$ cat config.mk
export PLATFORM = sky130hd
export DESIGN_NAME = spif_word_store
export DESIGN_NICKNAME = d
export VERILOG_FILES = /design/src/rtl/spif_pkg.sv /design/src/rtl/spif_clkdiv.sv /design/src/rtl/spif_byte_engine.sv /design/src/rtl/spif_word_store.sv
export SDC_FILE = /design/constraint.sdc
export NUM_CORES = 1
export LEC_CHECK = 0
export CAP_MARGIN = 15
export CORE_MARGIN = 4
export CORE_UTILIZATION = 40
export CTS_CLUSTER_SIZE = 25
export DETAILED_ROUTE_END_ITERATION = 8
export PLACE_DENSITY_LB_ADDON = 0.08
export RECOVER_POWER = 100
export SKIP_CTS_REPAIR_TIMING = 1
export SYNTH_ARGS = -nofsm -noshare
export SYNTH_HDL_FRONTEND = slang
export SYNTH_SLANG_ARGS = --single-unit
$ cat constraint.sdc
create_clock -name clk -period 2.9 [get_ports clk]
set_input_delay 0.58 -clock clk [delete_from_list [all_inputs] [get_ports clk]]
set_output_delay 0.58 -clock clk [all_outputs]
set_load 0.02 [all_outputs]
$ cat src/rtl/spif_pkg.sv
package spif_pkg;

    localparam logic [7:0] OP_READ  = 8'h03;
    localparam logic [7:0] OP_ERASE = 8'hD8;
    localparam logic [7:0] OP_PROG  = 8'h02;
    localparam logic [7:0] OP_WREN  = 8'h06;
    localparam logic [7:0] OP_RDSR  = 8'h05;

    localparam int ADDR_W = 24;
    localparam int WORD_W = 32;

    typedef enum logic [3:0] {
        PH_INIT, PH_BOOT0, PH_BOOT1, PH_READ,
        PH_WREN_E, PH_ERASE, PH_WREN_P, PH_PROG, PH_POLL
    } phase_e;

    typedef enum logic [1:0] {ST_IDLE, ST_LAUNCH, ST_SHIFT, ST_GAP} state_e;

    typedef struct packed {
        phase_e              ph;
        logic [ADDR_W-1:0]   addr;
        logic [WORD_W-1:0]   data;
    } job_t;

    function automatic logic is_read(phase_e ph);
        return (ph == PH_BOOT0) || (ph == PH_BOOT1) || (ph == PH_READ);
    endfunction

    function automatic logic [2:0] last_idx(phase_e ph);
        case (ph)
            PH_WREN_E, PH_WREN_P: return 3'd0;
            PH_POLL:              return 3'd1;
            PH_ERASE:             return 3'd3;
            default:              return 3'd7;
        endcase
    endfunction

    function automatic logic [7:0] opcode(phase_e ph);
        case (ph)
            PH_WREN_E, PH_WREN_P: return OP_WREN;
            PH_ERASE:             return OP_ERASE;
            PH_PROG:              return OP_PROG;
            PH_POLL:              return OP_RDSR;
            default:              return OP_READ;
        endcase
    endfunction

    function automatic logic [7:0] tx_byte(phase_e ph, logic [2:0] idx,
                                           logic [ADDR_W-1:0] a,
                                           logic [WORD_W-1:0] d);
        if (idx == 3'd0) return opcode(ph);
        if (ph == PH_POLL) return 8'h00;
        case (idx)
            3'd1:    return a[23:16];
            3'd2:    return a[15:8];
            3'd3:    return a[7:0];
            3'd4:    return d[31:24];
            3'd5:    return d[23:16];
            3'd6:    return d[15:8];
            default: return d[7:0];
        endcase
    endfunction

endpackage

$ cat src/rtl/spif_clkdiv.sv
module spif_clkdiv #(
    parameter int DIV = 2
) (
    input  logic clk,
    input  logic rst,
    input  logic clear,
    output logic tick
);
    localparam int CW = (DIV > 1) ? $clog2(DIV) : 1;

    logic [CW-1:0] cnt_q;

    assign tick = (cnt_q == CW'(DIV - 1));

    always_ff @(posedge clk) begin
        if (rst || clear)  cnt_q <= '0;
        else if (tick)     cnt_q <= '0;
        else               cnt_q <= cnt_q + 1'b1;
    end
endmodule

$ cat src/rtl/spif_byte_engine.sv
module spif_byte_engine (
    input  logic       clk,
    input  logic       rst,
    input  logic       tick,
    input  logic       start,
    input  logic [7:0] tx,
    output logic       done,
    output logic [7:0] rx,
    output logic       sclk,
    output logic       mosi,
    input  logic       miso
);
    logic [7:0] sh_q;
    logic [7:0] rx_q;
    logic [2:0] bit_q;
    logic       act_q;
    logic       sclk_q;
    logic       done_q;

    assign mosi = sh_q[7];
    assign sclk = sclk_q;
    assign rx   = rx_q;
    assign done = done_q;

    always_ff @(posedge clk) begin
        if (rst) begin
            sh_q   <= '0;
            rx_q   <= '0;
            bit_q  <= '0;
            act_q  <= 1'b0;
            sclk_q <= 1'b0;
            done_q <= 1'b0;
        end else begin
            done_q <= 1'b0;
            if (start && !act_q) begin
                act_q  <= 1'b1;
                sh_q   <= tx;
                bit_q  <= '0;
                sclk_q <= 1'b0;
            end else if (act_q && tick) begin
                if (!sclk_q) begin
                    sclk_q <= 1'b1;
                    rx_q   <= {rx_q[6:0], miso};
                end else begin
                    sclk_q <= 1'b0;
                    if (bit_q == 3'd7) begin
                        act_q  <= 1'b0;
                        done_q <= 1'b1;
                    end else begin
                        bit_q <= bit_q + 1'b1;
                        sh_q  <= {sh_q[6:0], 1'b0};
                    end
                end
            end
        end
    end
endmodule

$ cat src/rtl/spif_word_store.sv
module spif_word_store
    import spif_pkg::*;
#(
    parameter int          DIV        = 2,
    parameter int          CSH_CYC    = 4,
    parameter logic [23:0] BOOT_ADDR0 = 24'h000000,
    parameter logic [23:0] BOOT_ADDR1 = 24'h010000
) (
    input  logic        clk,
    input  logic        rst,
    input  logic        req_read,
    input  logic        req_erase,
    input  logic        req_prog,
    input  logic [23:0] req_addr,
    input  logic [31:0] req_data,
    output logic        busy,
    output logic        done,
    output logic [31:0] rd_data,
    output logic [31:0] boot_word0,
    output logic [31:0] boot_word1,
    output logic        boot_valid,
    output logic        spi_cs_n,
    output logic        spi_sclk,
    output logic        spi_mosi,
    input  logic        spi_miso
);
    localparam int GW = (CSH_CYC > 1) ? $clog2(CSH_CYC) : 1;

    state_e          st_q;
    job_t            job_q;
    logic [2:0]      idx_q;
    logic [GW-1:0]   gcnt_q;
    logic [31:0]     word_q;
    logic            wip_q;
    logic            cs_q;
    logic            done_q;
    logic            bv_q;
    logic [31:0]     b0_q, b1_q, rd_q;

    logic            eng_start, eng_done, tick;
    logic [7:0]      eng_rx, eng_tx;
    logic [31:0]     full_w;

    assign eng_start = (st_q == ST_LAUNCH);
    assign eng_tx    = tx_byte(job_q.ph, idx_q, job_q.addr, job_q.data);
    assign full_w    = {word_q[23:0], eng_rx};

    spif_clkdiv #(.DIV(DIV)) u_div (
        .clk(clk), .rst(rst), .clear(eng_start), .tick(tick)
    );

    spif_byte_engine u_eng (
        .clk(clk), .rst(rst), .tick(tick), .start(eng_start), .tx(eng_tx),
        .done(eng_done), .rx(eng_rx), .sclk(spi_sclk), .mosi(spi_mosi),
        .miso(spi_miso)
    );

    always_ff @(posedge clk) begin
        if (rst) begin
            st_q   <= ST_GAP;
            job_q  <= '{ph: PH_INIT, addr: '0, data: '0};
            idx_q  <= '0;
            gcnt_q <= '0;
            word_q <= '0;
            wip_q  <= 1'b0;
            cs_q   <= 1'b1;
            done_q <= 1'b0;
            bv_q   <= 1'b0;
            b0_q   <= '0;
            b1_q   <= '0;
            rd_q   <= '0;
        end else begin
            done_q <= 1'b0;
            case (st_q)
                ST_IDLE: begin
                    idx_q <= '0;
                    if (req_read) begin
                        job_q <= '{ph: PH_READ, addr: req_addr, data: req_data};
                        st_q  <= ST_LAUNCH;
                    end else if (req_erase) begin
                        job_q <= '{ph: PH_WREN_E, addr: req_addr, data: req_data};
                        st_q  <= ST_LAUNCH;
                    end else if (req_prog) begin
                        job_q <= '{ph: PH_WREN_P, addr: req_addr, data: req_data};
                        st_q  <= ST_LAUNCH;
                    end
                end
                ST_LAUNCH: begin
                    cs_q <= 1'b0;
                    st_q <= ST_SHIFT;
                end
                ST_SHIFT: begin
                    if (eng_done) begin
                        if (is_read(job_q.ph) && idx_q >= 3'd4) word_q <= full_w;
                        if (job_q.ph == PH_POLL && idx_q == 3'd1) wip_q <= eng_rx[0];
                        if (idx_q == last_idx(job_q.ph)) begin
                            cs_q   <= 1'b1;
                            gcnt_q <= '0;
                            st_q   <= ST_GAP;
                            if (job_q.ph == PH_BOOT0) b0_q <= full_w;
                            if (job_q.ph == PH_BOOT1) b1_q <= full_w;
                            if (job_q.ph == PH_READ)  rd_q <= full_w;
                        end else begin
                            idx_q <= idx_q + 1'b1;
                            st_q  <= ST_LAUNCH;
                        end
                    end
                end
                ST_GAP: begin
                    if (gcnt_q == GW'(CSH_CYC - 1)) begin
                        idx_q <= '0;
                        st_q  <= ST_LAUNCH;
                        case (job_q.ph)
                            PH_INIT: begin
                                job_q.ph   <= PH_BOOT0;
                                job_q.addr <= BOOT_ADDR0;
                            end
                            PH_BOOT0: begin
                                job_q.ph   <= PH_BOOT1;
                                job_q.addr <= BOOT_ADDR1;
                            end
                            PH_BOOT1: begin
                                bv_q <= 1'b1;
                                st_q <= ST_IDLE;
                            end
                            PH_READ: begin
                                done_q <= 1'b1;
                                st_q   <= ST_IDLE;
                            end
                            PH_WREN_E: job_q.ph <= PH_ERASE;
                            PH_WREN_P: job_q.ph <= PH_PROG;
                            PH_ERASE, PH_PROG: job_q.ph <= PH_POLL;
                            PH_POLL: begin
                                if (!wip_q) begin
                                    done_q <= 1'b1;
                                    st_q   <= ST_IDLE;
                                end
                            end
                            default: st_q <= ST_IDLE;
                        endcase
                    end else begin
                        gcnt_q <= gcnt_q + 1'b1;
                    end
                end
                default: st_q <= ST_IDLE;
            endcase
        end
    end

    assign busy       = (st_q != ST_IDLE);
    assign done       = done_q;
    assign rd_data    = rd_q;
    assign boot_word0 = b0_q;
    assign boot_word1 = b1_q;
    assign boot_valid = bv_q;
    assign spi_cs_n   = cs_q;
endmodule

======== Yosys cells after proc, flatten, opt, wreduce, memory -nomap -nowiden ========
Index checks and enable logic that the tools add are counted.
W data, S select, Z words.
word-level totals
  input bits .............................. 62
  register bits after elaboration ......... 214
  output and inout port bits .............. 102
  logic and storage cells ................. 157
cells by class
  eq/ne operators ......................... 29
  reduce and logical (&&, ||, !) cells .... 44
  order comparisons ....................... 1
  mux-type cells .......................... 52
  bitwise gates (word level) .............. 6
  $add $sub $neg .......................... 4
operators by type and width
  operator               number
  $mux W60               3
  $mux W8                8
  $pmux W28 S2           1
  $pmux W24 S2           1
  $pmux W8 S6            1
  $pmux W8 S4            1
  $mux W28               1
  $reduce_and A4 Y1      7
  $reduce_and A3 Y1      9
  $pmux W4 S5            1
  $mux W2                9
  $mux W3                6
  $pmux W3 S3            2
  $eq A4 B3 Y1 const B   4
  $reduce_bool A2 Y1     7
  $mux W1                13
  $eq A3 B3 Y1 const B   4
  $eq A4 B2 Y1 const B   2
  $ne A2 B2 Y1 const B   4
  $pmux W2 S4            1
  $reduce_or A2 Y1       4
  $add A3 B1 Y3 const B  2
  $eq A2 B2 Y1 const B   3
  $eq A3 B2 Y1 const B   2
  26 further kinds       40

======== Logic depth before layout (Yosys ltp) ========
  word-level depth ........................ 10
  mapped depth ............................ 8
  depth with buffers taken out ............ 7

======== By module ========
A second synthesis with hierarchy kept.
unflattened totals
  cell total of the unflattened synthesis .. 976
  area total of the unflattened synthesis .. 8857.2 µm²
by module, submodules not included
  module            times used  cells an instance  seq. area each (µm²)  area an instance (µm²)
  spif_word_store   1           878                3823.7                7865.0
  spif_byte_engine  1           96                 440.4                 962.2
  spif_clkdiv       1           2                  20.0                  30.0

======== Worst setup path before layout ========
No wires, ideal clock.
  kind .................................... register -> register
  from .................................... reg idx_q[0]
  to ...................................... reg u_eng.sh_q[1]
  clock period less this slack ............ 2352 ps
  setup slack ............................. 548 ps
  stages on the path, launching flop included .. 8
  data arrival time ....................... 2261 ps
  library setup time ...................... 91 ps
  required time ........................... 2809 ps
  path buffers ............................ 1
  cells stage by stage .................... dfxtp_1 -> ha_1 -> ha_1 -> clkbuf_1 -> a2111oi_1 -> a22o_1 -> o21ai_0 -> a311oi_1
on the way
  longest elaborated chain between the ends .. 5
  elaborated cells on any way between the ends .. 12
  classes of those cells .................. 6 x eq/ne; 5 x mux; 1 x reduce/logical
ends and longest elaborated chain
  item                                  line                    source
  from (decl)                           spif_word_store.sv:31   logic [2:0] idx_q;
  from (signal assigned)                spif_word_store.sv:104  idx_q <= idx_q + 1'b1;
  $eq A3 B3 Y1 (tied with other cells)  spif_pkg.sv:53          case (idx)
  $pmux W8 S6                           spif_pkg.sv:53
  $mux W8                               spif_pkg.sv:53
  $mux W8 *                             spif_pkg.sv:52          if (ph == PH_POLL) return 8'h00;
  $mux W8 *                             spif_byte_engine.sv:35  if (start && !act_q) begin
  to (signal assigned)                  spif_byte_engine.sv:37  sh_q <= tx;
  to (signal assigned)                  spif_byte_engine.sv:51  sh_q <= {sh_q[6:0], 1'b0};
  to (decl)                             spif_byte_engine.sv:13  logic [7:0] sh_q;
Mark *: on every way between the ends. The rest lies on a longest branch, timed or not.
A chain may end at the register's enable or synchronous reset.

======== Final worst setup path ========
  from .................................... reg st_q[0]
  to ...................................... out busy
on the way
  longest elaborated chain between the ends .. 1
ends and longest elaborated chain
  item                    line                    source
  from (decl)             spif_word_store.sv:29   state_e st_q;
  from (signal assigned)  spif_word_store.sv:60   st_q <= ST_GAP;
  from (signal assigned)  spif_word_store.sv:79   st_q <= ST_LAUNCH;
  from (signal assigned)  spif_word_store.sv:82   st_q <= ST_LAUNCH;
  $reduce_bool A2 Y1      spif_word_store.sv:150  assign busy = (st_q != ST_IDLE);
  to (decl)               spif_word_store.sv:16   output logic busy,
Every way passes these cells.

==> out/metrics.yaml <==
status:
  status: "finished, violations left"
  failed_checks: "capacitance limit, slew limit"
clock_tree:
  clock_path_buffers: 3
  cts.sinks: 214
  cts-root-buf: "clkbuf_16"
  clk_pin_slew_worst_paths_ns: 0.06
  htree_levels: 1
  clk-insertion-delay-late_ns: 0.50
  cts_made_buffers: 24
  tritoncts: "built"
global_route:
  grt_pass1_wl_mm: 36.8
  grt_use_total_pct: 18.4
  grt_max_degree: 85
  grt-ovfl-total: 0
  antenna_found_initial: 0
  grt_pass1_vias: 7113
setup_path:
  crit_path_cell_trace: "inv_1 -> ha_1 -> inv_1 -> dlygate4sd3_1"
  worstSetupPathType: "reg2out"
  r2r_end: "boot_word0[4]"
  slowest_delay_ns: 0.67
  crit_arrival_ns: 2.03
  cp.depth: 4
  crit_fanout: 6
  cp-start-kind: "register"
  cp_top_family: "buffers and inverters"
  rr_startpoint: "job_q[59]"
  crit_top_cell: "inv_1"
  rrSetupSlack_ns: 0.35
  slowest_stage: "dlygate4sd3_1"
  worst_ep_required_time_ns: 2.32
  cp-end-kind: "primary output"
  critPathBufInv: 3
  rr_worst_depth: 6
logic_synthesis:
  synth_nets: 1040
  synth_edf_count: 0
  synth_warnings: 0
  ys.flop_type: "dfxtp_1"
  avgSynthCellArea_um2: 8.88
  ys_types: 54
  synthArstFlopShare_pct: 0
  netlist_area_um2: 8580
  yosysSeqAreaShare_pct: 49.9
  synthCells: 966
  ys_ff_latch: 214
pwr:
  power_density_nw_per_um2: 676
  leakage_nw: 4.64
  intPower_mw: 5.55
  clockPowerShare_pct: 40.0
  pwr-share-comb_pct: 17.1
  p_seq_share_pct: 42.9
  swShare_pct: 27.2
  power.switching_mw: 2.08
  ir_drop_mv: 0.368
  total_power_mw: 7.63
timing:
  fin_tns_setup_ns: 0
  hold_violations: 0
  rsz0062_at_grt: "no"
  tightest_slew_ns: 1.78
  slew_headroom_pct: -18.5
  final.setup_skew_ns: 0.00680
  slew_violations: 85
  finalCritPeriodShare_pct: 90.0
  period_needed_ns: 2.61
  fmax_ghz: 0.383
  setup_viol: 0
route:
  firstDrtPassIters: 5
  highest_layer: "met4"
  drt_iter0_markers: 440
  wl_mm: 22.6
  dr_total_vias: 7197
  wl_met3_mm: 1.04
  ant_nets: 0
  via_per_inst: 5.13
  drc: 0
  wl_met1_mm: 10.0
  dr_wl_met2_mm: 11.1
  wl_per_cell_um: 16.1
floorplan:
  start_util_pct: 40.7
  pin_count: 164
  die_x_um: 154
  core_area_um2: 21100
  dieArea_um2: 23900
  placementRows: 53
  die_y_um: 154
final_layout:
  fin_area_um2: 11300
  area_growth_pct: 31.6
  drive_gt1_share_pct: 6.57
  antenna_cells: 0
  nets: 1184
  fin_cells: 1402
  layout_commonest_cell: "nand2_1"
  fillers: 2025
  layout_common_cells: "277 x nand2_1, 214 x dfxtp_1, 104 x mux2i_1"
worst_hold_path:
  hold_path.class: "reg2reg"
  hold_path_end: "rd_data[17]"
  min_from: "rd_data[17]"
  holdPathStages: 2
place:
  placed_cells: 1359
  place_area_um2: 10500
  hpwl_mm: 15.3
  gp_congestion: 0.827
  placement.io_buffers: 163
flow_run:
  maxCapViolations: 1
-- sequential cells by signal, indices dropped and copies added (netlist names), 2 cells and up --
| register | flops |
|---|---|
| idx_q | 3 |
| gcnt_q | 2 |
| u_eng.bit_q | 3 |
| boot_word1 | 32 |
| st_q | 2 |
| job_q | 60 |
| word_q | 24 |
| rd_data | 32 |
| u_eng.sh_q | 8 |
| u_eng.rx | 8 |
| boot_word0 | 32 |
-- power groups by stage --
stage	clock, mW	combinational (mW)	sequential [mW]
after global routing	3.26	1.46	3.29
after detailed placement	0	1.30	3.33
after floorplan	0	0.922	3.30
after CTS	3.13	1.31	3.27
final	3.05	1.30	3.27
after global placement	0	1.30	3.33
-- logic make-up after synthesis --
| group | count (synthesis) | synth area share (%) |
|---|---|---|
| AO/OA/AOI/OAI | 180 | 13.4 |
| multiplexers | 111 | 13.1 |
| buffers and inverters | 78 | 3.78 |
| XOR/XNOR | 1 | 0.102 |
| adder cells (fa/ha/maj) | 12 | 1.75 |
| flip-flops | 214 | 49.9 |
| AND/OR/NAND/NOR | 370 | 17.9 |
-- per-layer routing --
metal / GRT usage, % / vias to the layer above
met4: 4.12 / 0
met5: 0 / -
met2: 32.3 / 157
met1: 24.0 / 3399
li1: - / 3614
met3: 2.71 / 27
-- synth_stat cells (all sizes together), types with 2 or more instances --
cell type | n | area share [%]
nor2 | 42 | 1.8
nand2b | 3 | 0.22
inv | 13 | 0.57
clkbuf | 52 | 2.3
a31oi | 4 | 0.29
nand3 | 5 | 0.29
mux2i | 104 | 12
a21oi | 93 | 5.4
o22ai | 3 | 0.22
ha | 12 | 1.8
a211oi | 5 | 0.44
buf | 13 | 0.93
nor4 | 3 | 0.39
o41ai | 2 | 0.29
nand2 | 277 | 12
and2 | 2 | 0.15
a222oi | 7 | 0.82
nor3b | 3 | 0.26
dfxtp | 214 | 50
a22oi | 24 | 2.1
o211a | 2 | 0.23
a311oi | 2 | 0.20
o21ai | 11 | 0.64
a22o | 2 | 0.20
a221oi | 6 | 0.61
or4b | 2 | 0.23
nor4b | 2 | 0.20
a211o | 2 | 0.20
nand4 | 3 | 0.22
nor3 | 10 | 0.58
nor2b | 11 | 0.80
mux2 | 7 | 0.92
a221o | 3 | 0.35
o211ai | 2 | 0.17
o31ai | 5 | 0.44
-- worst max path at each step --
stage	start	to	slack (ns)
floorplan	idx_q[0]	u_eng.sh_q[1]	0.55
global placement	req_erase	job_q[50]	0.39
detailed placement	req_erase	job_q[53]	0.39
CTS	st_q[0]	busy	0.31
global route	job_q[59]	boot_word0[11]	0.11
finish	st_q[0]	busy	0.29
-- cell type report --
class	count	area [um^2]	share of cell area [%]
flip-flops and latches	214	4280	38.0
clock inverters	5	50.0	0.443
clock buffers	38	764	6.77
inverters	13	51.3	0.455
multi-input cells	674	3980	35.2
well taps	275	344	3.05
repair buffers	183	1820	16.1
-- metrics by stage --
| stage | util, % | hold WS (ns) | worst slack [ns] |
|---|---|---|---|
| 2_1_floorplan | - | 0.425 | 0.548 |
| 6_report | 53.5 | 0.452 | 0.289 |
| 4_1_cts | 53.7 | 0.454 | 0.312 |
| 5_1_grt | 53.5 | 0.468 | 0.114 |
| 3_3_place_gp | 49.9 | 0.439 | 0.394 |
| 3_5_place_dp | 49.9 | 0.445 | 0.387 |
-- worst min-delay path, stage by stage, from the launching register on --
cell and delay, ns:
dfxtp_1 0.30, nand2_1 0.05, mux2i_1 0.05
(Power assumes the default switching activity.)
